**src/rtl/digit_seq_pkg.sv**
```systemverilog
package digit_seq_pkg;
   localparam int SEQ_STATE_W = 2;

   typedef enum logic [SEQ_STATE_W-1:0] {
      SEQ_S0 = 2'b00,
      SEQ_S1 = 2'b01,
      SEQ_S2 = 2'b10,
      SEQ_S3 = 2'b11
   } seq_state_e;

   localparam int NEXT_EQN = 0;   // hand-reduced flop equations
   localparam int NEXT_ADD = 1;   // incrementer form
endpackage

```
**src/rtl/digit_seq_dreg.sv**
```systemverilog
// Bank of D flops with synchronous reset; one flop per bit via generate.
module digit_seq_dreg #(
   parameter int                W       = 2,
   parameter logic [W-1:0]      RST_VAL = '0
) (
   input  logic         clk,
   input  logic         rst,
   input  logic [W-1:0] d,
   output logic [W-1:0] q
);
   if (W < 1) begin : g_bad_w
      $error("digit_seq_dreg: W must be at least 1");
   end

   for (genvar b = 0; b < W; b++) begin : g_bit
      always_ff @(posedge clk) begin
         if (rst) q[b] <= RST_VAL[b];
         else     q[b] <= d[b];
      end
   end
endmodule

```
**src/rtl/digit_seq_next.sv**
```systemverilog
// Next-state logic: the D inputs for the state flops.
module digit_seq_next #(
   parameter int STATE_W = 2,
   parameter int STYLE   = digit_seq_pkg::NEXT_EQN
) (
   input  logic [STATE_W-1:0] q,
   input  logic               en,
   output logic [STATE_W-1:0] d
);
   if (STYLE != digit_seq_pkg::NEXT_EQN && STYLE != digit_seq_pkg::NEXT_ADD) begin : g_bad_style
      $error("digit_seq_next: unknown STYLE");
   end

   if (STYLE == digit_seq_pkg::NEXT_EQN) begin : g_eqn
      if (STATE_W != 2) begin : g_bad_w
         $error("digit_seq_next: equation form needs STATE_W == 2");
      end
      always_comb begin
         d    = q;
         d[1] = q[1] ^ (q[0] & en);
         d[0] = q[0] ^ en;
      end
   end else begin : g_add
      always_comb begin
         d = q + STATE_W'(en);
      end
   end
endmodule

```
**src/rtl/digit_seq_decode.sv**
```systemverilog
// Moore output logic: present state to BCD digit.
module digit_seq_decode
   import digit_seq_pkg::*;
#(
   parameter int DIGIT_W = 4,
   parameter int DIG0    = 4,
   parameter int DIG1    = 6,
   parameter int DIG2    = 9,
   parameter int DIG3    = 1
) (
   input  logic [SEQ_STATE_W-1:0] state,
   output logic [DIGIT_W-1:0]     digit
);
   localparam logic [DIGIT_W-1:0] V0 = DIGIT_W'(DIG0);
   localparam logic [DIGIT_W-1:0] V1 = DIGIT_W'(DIG1);
   localparam logic [DIGIT_W-1:0] V2 = DIGIT_W'(DIG2);
   localparam logic [DIGIT_W-1:0] V3 = DIGIT_W'(DIG3);

   seq_state_e cur;
   assign cur = seq_state_e'(state);

   always_comb begin
      unique case (cur)
         SEQ_S0:  digit = V0;
         SEQ_S1:  digit = V1;
         SEQ_S2:  digit = V2;
         SEQ_S3:  digit = V3;
         default: digit = V0;
      endcase
   end
endmodule

```
**src/rtl/digit_seq_top.sv**
```systemverilog
module digit_seq_top
   import digit_seq_pkg::*;
#(
   parameter int DIGIT_W    = 4,
   parameter int DIG0       = 4,
   parameter int DIG1       = 6,
   parameter int DIG2       = 9,
   parameter int DIG3       = 1,
   parameter int NEXT_STYLE = NEXT_EQN
) (
   input  logic                   clk,
   input  logic                   rst,
   input  logic                   en,
   output logic [DIGIT_W-1:0]     digit,
   output logic [SEQ_STATE_W-1:0] state
);
   localparam int MAX_DIG = 9;

   if (DIGIT_W < 4) begin : g_bad_width
      $error("digit_seq_top: DIGIT_W too narrow for BCD");
   end
   if (DIG0 < 0 || DIG0 > MAX_DIG || DIG1 < 0 || DIG1 > MAX_DIG ||
       DIG2 < 0 || DIG2 > MAX_DIG || DIG3 < 0 || DIG3 > MAX_DIG) begin : g_bad_digit
      $error("digit_seq_top: each digit must be 0..9");
   end

   logic [SEQ_STATE_W-1:0] q_now;
   logic [SEQ_STATE_W-1:0] d_next;

   digit_seq_next #(
      .STATE_W (SEQ_STATE_W),
      .STYLE   (NEXT_STYLE)
   ) next_i (
      .q  (q_now),
      .en (en),
      .d  (d_next)
   );

   digit_seq_dreg #(
      .W       (SEQ_STATE_W),
      .RST_VAL (SEQ_S0)
   ) state_i (
      .clk (clk),
      .rst (rst),
      .d   (d_next),
      .q   (q_now)
   );

   digit_seq_decode #(
      .DIGIT_W (DIGIT_W),
      .DIG0    (DIG0),
      .DIG1    (DIG1),
      .DIG2    (DIG2),
      .DIG3    (DIG3)
   ) dec_i (
      .state (q_now),
      .digit (digit)
   );

   assign state = q_now;
endmodule

```
**config.mk**
```make
export PLATFORM = sky130hd
export DESIGN_NAME = digit_seq_top
export DESIGN_NICKNAME = d
export VERILOG_FILES = /design/src/rtl/digit_seq_pkg.sv /design/src/rtl/digit_seq_dreg.sv /design/src/rtl/digit_seq_next.sv /design/src/rtl/digit_seq_decode.sv /design/src/rtl/digit_seq_top.sv
export SDC_FILE = /design/constraint.sdc
export NUM_CORES = 1
export LEC_CHECK = 0
export BUFFER_PORTS_ARGS = -buffer_cell sky130_fd_sc_hd__buf_4
export CORE_AREA = 8 8 45 47
export DETAILED_ROUTE_END_ITERATION = 16
export DIE_AREA = 0 0 53 55
export GPL_TIMING_DRIVEN = 0
export PLACE_DENSITY = 0.3
export SLEW_MARGIN = 15
export SYNTH_ARGS = -nofsm -noshare
export SYNTH_HDL_FRONTEND = slang
export SYNTH_SLANG_ARGS = --single-unit
```
**constraint.sdc**
```tcl
create_clock -name clk -period 1 [get_ports clk]
set_clock_uncertainty 0.2 [all_clocks]
set_input_delay 0.1 -clock clk [delete_from_list [all_inputs] [get_ports clk]]
set_output_delay 0.1 -clock clk [all_outputs]
set_load 0.01 [all_outputs]
```
# == Word-level counts from Yosys, hierarchy flattened ==
# Cells that the tools add are included.
# classes
n_reduce_logical,1
mux,1
n_eq_ne,3
n_bitwise,3
# ops
op,n
one-hot mux 4 bit (4 select lines),1
"== test 2 bit, second input constant",2
"== test 2 x 1 -> 1 bit, second input constant",1
zero test 2 bit,1
XOR 1 bit,2
bitwise AND 1 bit,1
# word_totals
out_inout_bits,6
register_bits,2
in_bits,3
word_cells,10

# == Logic depth before layout (Yosys ltp) ==
# Gate-level depths: netlist of run 1.
# logic_depth
depth_word,2
depth_mapped,3
ltp_nobuf,3

# == By module ==
# From an unflattened synthesis of run 1, not the netlist that was laid out.
# hier_totals
cells_unflattened,10
area_unflattened_um2,96.3
# by_module_without_submodules
mod,area_each_um2,cells_each,seq_area_each_um2,n_inst
digit_seq_dreg,52.6,4,40.0,1
digit_seq_decode,22.5,4,0.0,1
digit_seq_next,21.3,2,0.0,1

# == Worst setup path before layout of run 1 ==
# OpenSTA, ideal clock, no wires.
# synth_path
path_kind,reg2reg
startpoint,register state_i.q[0]
endpoint,register state_i.q[0]
t_arrival_ps,741
path_buffers,0
synth_period_minus_slack_ps,1055
setup_ps,114
required_ps,686
stages_incl_launch_ff,3
setup_slack_ps,-55
path_cell_list,dfxtp_1 -> ha_1 -> nor2b_1
# synth_between
elab_chain_cells,1
# synth_rtl
element,line,source
"start, declared",digit_seq_dreg.sv:9,output logic [W-1:0] q
"start signal, assigned by index",digit_seq_dreg.sv:17,if (rst) q[b] <= RST_VAL[b];
"start signal, assigned by index",digit_seq_dreg.sv:18,else q[b] <= d[b];
XOR 1 bit,digit_seq_next.sv:21,d[0] = q[0] ^ en;
named net d_next[0],digit_seq_top.sv:28,logic [SEQ_STATE_W-1:0] d_next;
# The timed path passes the listed nets, and every way through them passes these cells.
# A chain may end at the register's enable or synchronous reset.

# == Worst setup path after layout of run 1 ==
# layout_path
startpoint,register state_i.q[1]
endpoint,output digit[1]
# layout_between
elab_chain_cells,2
elab_cells_between_ends,5
classes_between,eq/ne: 3; mux: 1; reduce/logical: 1
# layout_rtl
element,line,source
== test 2 bit (tied with other cells),digit_seq_decode.sv:23,unique case (cur)
one-hot mux 4 bit (4 select lines) *,digit_seq_decode.sv:23,
"end, declared",digit_seq_top.sv:14,"output logic [DIGIT_W-1:0] digit,"
# Every way passes the cells marked *; elsewhere a longest branch is shown, timed or not.

==> results_dict.tcl, run 1 <==
set metrics [dict create \
    holdWs_ns -0.000982 \
    yosysWarnings 0 \
    status "complete, but fails checks" \
    setup_slack_ns -0.211 \
    reg_top3 "state_i.q x2" \
    grt-ovfl-total 0 \
    place_hpwl_um 258 \
    synth_cell_types 8 \
    syn-num-nets 14 \
    track_usage 0.0333 \
    p_per_area_nw_per_um2 1560 \
    crit_chain "and2b_2 > buf_6" \
    diodes 0 \
    viasPerCell 2.83 \
    setup_viol 8 \
    worstSetupPathType "reg2out" \
    place_ws_ns -0.0607 \
    violations "hold timing, setup timing" \
    critical_path_required_ns 0.70 \
    cpMaxStageDelayCell "dfxtp_4" \
    worstMarginPinSlew_ns 0.127 \
    final_common_cell "buf_4" \
    first_pass_iters 1 \
    clk_pin_slew_worst_paths_ns 0.03 \
    hold_violations 1 \
    antenna_found_initial 0 \
    wl_per_cell_um 8.43 \
    drtIter0Drc 0 \
    final.period_utilization 1.21 \
    cp-start-kind "flip-flop" \
    cts-htree-levels 1 \
    core_um2 1380 \
    cp.arrival_ns 0.91 \
    slew_viol_final 0 \
    ant_nets 0 \
    top_register "state_i.q" \
    drt_drc_violations_left 0 \
    syn_to_final_growth_pct 167 \
    fin_util 0.176 \
    ys_seq_area_frac 0.438 \
    cts-buffers-inserted 3 \
    io_buffers 8 \
    cts_sinks 2 \
    maxSlewHeadroom 0.915 \
    grt_pass1_vias 114 \
    fmax_mhz 826 \
    avgSynthCellArea_um2 9.13 \
    num_rows 14 \
    fin_crit_ns 1.21 \
    crit_family "flip-flops" \
    syn_inst 10 \
    cap_violations 0 \
    path_buf_inv 1 \
    grt_pass1_wl_um 531 \
    max_stage_delay_ns 0.35 \
    io_pins 9 \
    drive_gt1_frac 0.708 \
    cts_root_buffer "clkbuf_4" \
    die_w_um 53 \
    die_area_um2 2920 \
    cts_tree "built" \
    critPathMaxFanout 5 \
    grt_max_degree 6 \
    final_nets 30 \
    synth_area_um2 91.3 \
    clkLatencyLatePin_ns 0.23 \
    mostFrequentLayoutCells "6 x buf_4, 4 x buf_6, 3 x clkbuf_4" \
    cts.path.max_buffers 2 \
    gp_congestion 0.543 \
    peakVddDrop_mv 0.238 \
    hp-class "in2reg" \
    ys_ff_latch 2 \
    p_leak_nw 0.114 \
    grt_setup_unrepaired "yes" \
    routed-via-count 113 \
    setup_tns_ns -0.795 \
    die_h_um 55 \
    endpoint_kind "output port" \
    wl_um 337 \
    largest_reg_flops 2 \
    start_util 0.0660 \
]
## final cells by class
class | count | area [um^2]
plain buffers | 1 | 3.75
clock buffers | 3 | 22.5
fillers | 153 | 1140
inverters | 1 | 3.75
multi-input cells | 6 | 46.3
flip-flops and latches | 2 | 47.5
well taps | 16 | 20.0
repair buffers | 11 | 100
## per-stage QoR
| step | std cells | total power, mW | hold WS (ns) | area [um^2] |
|---|---|---|---|---|
| floorplan | 10 | 0.133 | -0.0358 | 95.1 |
| global placement | 34 | 0.178 | 0.0608 | 175 |
| detailed placement | 34 | 0.179 | 0.0674 | 175 |
| CTS | 39 | 0.383 | 0.00245 | 226 |
| global route | 40 | 0.412 | 0.0210 | 244 |
| finish | 40 | 0.381 | -0.000982 | 244 |
## worst register-to-register path, cell delays in order (launching register included)
cell     delay (ns)
dfxtp_4        0.34
ha_1           0.19
xnor2_1        0.14
nor2_1         0.05
## where the power goes
| part | internal, mW | switching, mW |
|---|---|---|
| combinational | 0.0659 | 0.0362 |
| clock | 0.132 | 0.0486 |
| sequential | 0.0888 | 0.00938 |
| total | 0.287 | 0.0942 |
## kinds of logic (layout without fill, tap and decap cells)
family,after synthesis,in the layout,synth area share
xor gates and xnor gates,1,1,0.0959
and+or+nand+nor,4,4,0.247
adders and majority gates,1,1,0.137
buffers and inverters,2,16,0.0821
DFF,2,2,0.438
## worst paths after layout
kind	slack (ns)	to	start	cells after the start
max	-0.21	digit[1]	state_i.q[1]	2
min	-0.001	state_i.q[0]	en	3
max reg2reg	-0.04	state_i.q[1]	state_i.q[0]	3
min reg2reg	0.34	state_i.q[1]	state_i.q[1]	2
## cells in the mapped netlist
master,instances,area [um^2]
dfxtp_1,2,40.0
nor2_1,2,7.51
and2b_2,1,8.76
clkbuf_1,1,3.75
ha_1,1,12.5
inv_1,1,3.75
nor2b_1,1,6.26
xnor2_1,1,8.76
## repair_timing
action / CTS / global route
endpoints found under the hold margin: 2 / 0
setup endpoints to repair: 8 / 8
setup buffers: 1 / 1
resized for setup: 4 / 3
hold buffers: 1 / 0
pin swaps: 1 / 2
gates cloned: 0 / 0
## routing by layer
layer,global-route usage,wire length [um],vias to the layer above
met3,0.0428,92,4
met4,0.0647,30,0
met2,0.0195,63,12
li1,-,-,58
met1,0.0303,150,39
met5,0,0,-
Power figures use the tool's default switching activity.
==> run 2: changes to the inputs <==
--- a/config.mk
+++ b/config.mk
@@ -11,6 +11,7 @@
 export DIE_AREA = 0 0 53 55
 export GPL_TIMING_DRIVEN = 0
 export PLACE_DENSITY = 0.3
+export SKIP_CTS_REPAIR_TIMING = 1
 export SLEW_MARGIN = 15
 export SYNTH_ARGS = -nofsm -noshare
 export SYNTH_HDL_FRONTEND = slang
==> run 2 against run 1 <==
First-iteration DRC count unchanged. Fmax unchanged. Final cell count decreased by 2.5%. The run still ends with hold timing, setup timing left. Critical path type unchanged.
==> results_dict.tcl, run 2 (synthesized netlist as in run 1, its figures left out) <==
set metrics [dict create \
    setup_slack_ns -0.211 \
    critPathMaxFanout 5 \
    r2r_slack_ns -0.03 \
    cts.path.max_buffers 2 \
    final.period_utilization 1.21 \
    comb_power_share 0.251 \
    clkLatencyLatePin_ns 0.23 \
    grt_pass1_vias 117 \
    fmax_mhz 826 \
    cts_tree "built" \
    fillers 154 \
    violations "hold timing, setup timing" \
    grt_max_degree 6 \
    fin_util 0.168 \
    final_cell_area_um2 233 \
    io_buffers 8 \
    antenna_found_initial 0 \
    grt_pass1_wl_um 545 \
    routed-via-count 109 \
    grt_setup_unrepaired "yes" \
    track_usage 0.0338 \
    peakVddDrop_mv 0.238 \
    wl_um 333 \
    clkPwrFrac 0.486 \
    maxSlewHeadroom 0.915 \
    hp-class "in2reg" \
    die_h_um 55 \
    grt-ovfl-total 0 \
    drtIter0Drc 0 \
    worstSetupPathType "reg2out" \
    fin_crit_ns 1.21 \
    wl_per_cell_um 8.54 \
    start_util 0.0660 \
    r2r_cells 3 \
    drt_drc_violations_left 0 \
    largest_reg_flops 2 \
    holdWs_ns -0.000758 \
    ff_latch_area_um2 47.5 \
    gp_congestion 0.543 \
    diodes 0 \
    io_pins 9 \
    p_leak_nw 0.108 \
    fin_cells 39 \
    first_pass_iters 1 \
    cts_sinks 2 \
    dpl-instance-area_um2 175 \
    ant_nets 0 \
    slew_viol_final 0 \
    p_per_area_nw_per_um2 1600 \
    setup_viol 8 \
    final_common_cell "buf_4" \
    min-delay-start "en" \
    netSwitchingPower_mw 0.0923 \
    placed_cells 34 \
    startpoint "state_i.q[1]" \
    multi_input_area_um2 46.3 \
    place_hpwl_um 258 \
    core_um2 1380 \
    worst_hold_path.endpoint "state_i.q[0]" \
    reg_top3 "state_i.q x2" \
    critical_path_required_ns 0.70 \
    cts-htree-levels 1 \
    die_area_um2 2920 \
    syn_to_final_growth_pct 155 \
    die_w_um 53 \
    r2r-end "state_i.q[1]" \
    clk_pin_slew_worst_paths_ns 0.03 \
    hold_violations 1 \
    holdPathStages 3 \
    p_seq_frac 0.263 \
    power_mw 0.372 \
    viasPerCell 2.79 \
    worstMarginPinSlew_ns 0.127 \
    cp.arrival_ns 0.91 \
    cts_root_buffer "clkbuf_4" \
    r2r-start "state_i.q[0]" \
    cp-start-kind "flip-flop" \
    num_rows 14 \
    endpoint_kind "output port" \
    top_register "state_i.q" \
    drive_gt1_frac 0.696 \
    cap_violations 0 \
    final_nets 29 \
    cts-buffers-inserted 3 \
    swShare 0.248 \
    mostFrequentLayoutCells "6 x buf_4, 3 x clkbuf_4, 3 x buf_6" \
    internal_power_mw 0.280 \
    status "complete, but fails checks" \
]
[run 2: final cells by class]
cell class / count / area share
well taps: 16 / 0.0860
flip-flops and latches: 2 / 0.204
multi-input cells: 6 / 0.199
plain buffers: 1 / 0.0161
repair buffers: 10 / 0.382
clock buffers: 3 / 0.0968
inverters: 1 / 0.0161
[run 2: worst max path at each step]
stage,end,slack (ns),cells past startpoint
after floorplan,state_i.q[0],-0.01,2
after global placement,digit[1],-0.05,2
after detailed placement,digit[1],-0.06,2
after CTS,digit[1],-0.30,2
after global routing,digit[1],-0.24,2
final,digit[1],-0.21,2
[run 2: worst max-delay path, cell delays in order, from the launching register on]
cell and delay [ns]:
dfxtp_4 0.35, and2b_2 0.22, buf_6 0.11
[run 2: layer usage]
layer	up-vias	routed length [um]	track usage
li1	56	-	-
met1	37	152	0.0303
met2	12	57	0.0195
met3	4	92	0.0455
met4	0	30	0.0647
met5	-	0	0
[run 2: through the flow]
stage	setup TNS, ns	setup WS [ns]
2_1_floorplan	-0.0145	-0.0145
3_3_place_gp	-0.0554	-0.0463
3_5_place_dp	-0.0892	-0.0607
4_1_cts	-1.04	-0.302
5_1_grt	-1.02	-0.239
6_report	-0.692	-0.211
[run 2: power groups by stage]
| stage | Combinational [mW] | Sequential (mW) | Clock (mW) |
|---|---|---|---|
| floorplan | 0.0315 | 0.102 | 0 |
| global placement | 0.0792 | 0.0993 | 0 |
| detailed placement | 0.0787 | 0.100 | 0 |
| CTS | 0.0794 | 0.0992 | 0.189 |
| global route | 0.103 | 0.100 | 0.200 |
| finish | 0.0933 | 0.0979 | 0.181 |
==> run 3: changes to the inputs <==
--- a/config.mk
+++ b/config.mk
@@ -5,6 +5,7 @@
 export SDC_FILE = /design/constraint.sdc
 export NUM_CORES = 1
 export LEC_CHECK = 0
+export ABC_AREA = 1
 export BUFFER_PORTS_ARGS = -buffer_cell sky130_fd_sc_hd__buf_4
 export CORE_AREA = 8 8 45 47
 export DETAILED_ROUTE_END_ITERATION = 16
==> run 3 against run 2 <==
The run ends with setup timing left. Design area is 3.2% higher. Hold slack better by 0.018 ns. Via count is 19% higher. Area after synthesis is 6.8% higher. Highest routed layer is now met3. Clock-buffer cell count stayed put. Clock power is 5% lower. Largest cell class unchanged.
==> results_dict.tcl, run 3 <==
set metrics [dict create \
    status "complete, but fails checks" \
    violations "setup timing" \
    yosysWarnings 0 \
    clkLatencyLatePin_ns 0.22 \
    mostFrequentLayoutCells "7 x buf_4, 4 x nor2_1, 3 x clkbuf_4" \
    cts_tree "built" \
    maxSlewHeadroom 0.946 \
    comb_power_share 0.243 \
    yosysMostFrequentCell "nor2_1" \
    reg_top3 "state_i.q x2" \
    synth_area_um2 97.6 \
    grt_pass1_vias 121 \
    synth_cell_types 7 \
    final_nets 34 \
    yosysTopAreaCell "dfxtp_1" \
    cts-htree-levels 1 \
    track_usage 0.0289 \
    worstMarginPinSlew_ns 0.0808 \
    routed-via-count 130 \
    cts_sinks 2 \
    ant_nets 0 \
    place_ws_ns 0.0171 \
    p_per_area_nw_per_um2 1500 \
    synth-main-ff-cell "dfxtp_1" \
    cp.arrival_ns 0.82 \
    peakVddDrop_mv 0.412 \
    top_register "state_i.q" \
    syn-num-nets 19 \
    fmax_mhz 894 \
    wl_um 332 \
    fin_util 0.174 \
    syn_inst 15 \
    setup_slack_ns -0.119 \
    grt_setup_unrepaired "yes" \
    drtIter0Drc 0 \
    setup_viol 7 \
    worstSetupPathType "reg2out" \
    grt_pass1_wl_um 510 \
    cts.path.max_buffers 2 \
    diodes 0 \
    final_common_cell "buf_4" \
    ys_seq_area_frac 0.410 \
    ys_ff_latch 2 \
    holdPathStages 4 \
    cp-start-kind "flip-flop" \
    place_hpwl_um 259 \
    hold_violations 0 \
    fin_crit_ns 1.12 \
    core_um2 1380 \
    cts-buffers-inserted 3 \
    endpoint_kind "output port" \
    antenna_found_initial 0 \
    synth_top_cell_area_share 0.410 \
    path_depth 3 \
    gp_congestion 0.516 \
    io_buffers 8 \
    clkPwrFrac 0.478 \
    holdWs_ns 0.0172 \
    grt_max_degree 7 \
    cpMaxStageDelayCell "dfxtp_4" \
    avgSynthCellArea_um2 6.51 \
    slew_viol_final 0 \
    die_h_um 55 \
    drive_gt1_frac 0.607 \
    p_seq_frac 0.279 \
    wl_per_cell_um 7.55 \
    synth_edf_count 0 \
    first_pass_iters 1 \
    crit_chain "inv_2 > nor2_4 > buf_6" \
    r2r_cells 3 \
    grt-ovfl-total 0 \
    clk_pin_slew_worst_paths_ns 0.03 \
    io_pins 9 \
    path_buf_inv 2 \
    final.period_utilization 1.12 \
    viasPerCell 2.95 \
    synth_common_cells "5 x nor2_1, 3 x inv_1, 2 x dfxtp_1, 2 x nand2_1" \
    die_w_um 53 \
    critPathMaxFanout 6 \
    synth_area_leaders "dfxtp_1 41%, nor2_1 19%, ha_1 13%, inv_1 12%, nand2_1 7.7%" \
    internal_power_mw 0.271 \
    critical_path_required_ns 0.70 \
    cap_violations 0 \
    swShare 0.248 \
    largest_reg_flops 2 \
    hp-class "in2reg" \
    crit_family "flip-flops" \
    start_util 0.0705 \
    die_area_um2 2920 \
    syn_to_final_growth_pct 146 \
    async_flop_share 0 \
    cts_root_buffer "clkbuf_4" \
    drt_drc_violations_left 0 \
    netSwitchingPower_mw 0.0896 \
    num_rows 14 \
    max_stage_delay_ns 0.36 \
    p_leak_nw 0.122 \
]
[run 3: cell types whose count changed in the layout (fill, tap and decap cells not counted), sizes merged]
| cell | before | now |
|---|---|---|
| inv | 1 | 4 |
| nand2 | 0 | 2 |
| nor2 | 2 | 5 |
| xnor2 | 1 | 0 |
| and2b | 1 | 0 |
| nor2b | 1 | 0 |
[run 3: power groups by stage]
stage	combinational, mW	clock [mW]	sequential (mW)
6_report	0.0877	0.172	0.101
5_1_grt	0.0990	0.199	0.102
4_1_cts	0.0714	0.183	0.0988
3_5_place_dp	0.0710	0	0.0998
3_3_place_gp	0.0713	0	0.0991
2_1_floorplan	0.0274	0	0.101
[run 3: layout make-up]
cell class                      count  area [um^2]
Buffer                              1         3.75
Clock buffer                        3         22.5
Fill cell                         156         1140
Inverter                            4         15.0
Multi-Input combinational cell      8         46.3
Sequential cell                     2         47.5
Tap cell                           16         20.0
Timing Repair Buffer               10         85.1
[run 3: worst min-delay path, stage by stage]
cell	delay, ns
buf_4	0.08
ha_1	0.12
inv_1	0.03
nor2_1	0.07
[run 3: metrics by stage]
stage | total power, mW | cells | setup TNS, ns | cell area, um^2
after floorplan | 0.128 | 15 | 0 | 98.8
after global placement | 0.170 | 39 | 0 | 179
after detailed placement | 0.171 | 39 | 0 | 179
after CTS | 0.354 | 42 | -0.855 | 201
after global routing | 0.400 | 44 | -0.867 | 240
final | 0.361 | 44 | -0.548 | 240
[run 3: cell families after synthesis]
kind of cell | Yosys count | synth area share
buffers and inverters | 5 | 0.192
AND/OR/NAND/NOR | 7 | 0.269
flip-flops | 2 | 0.410
adder cells (fa/ha/maj) | 1 | 0.128
[run 3: worst paths after layout]
check                    start           end  slack [ns]
setup / recovery  state_i.q[1]      digit[3]       -0.12
hold reg to reg   state_i.q[1]  state_i.q[1]        0.32
setup reg to reg  state_i.q[0]  state_i.q[0]       -0.01
hold / removal              en  state_i.q[0]        0.02
[run 3: layer usage]
metal / up-vias / GRT usage / part of all wire
li1: 68 / - / -
met1: 53 / 0.0273 / 0.44
met2: 9 / 0.0176 / 0.28
met3: 0 / 0.0455 / 0.27
met4: 0 / 0.0388 / 0
met5: - / 0 / 0
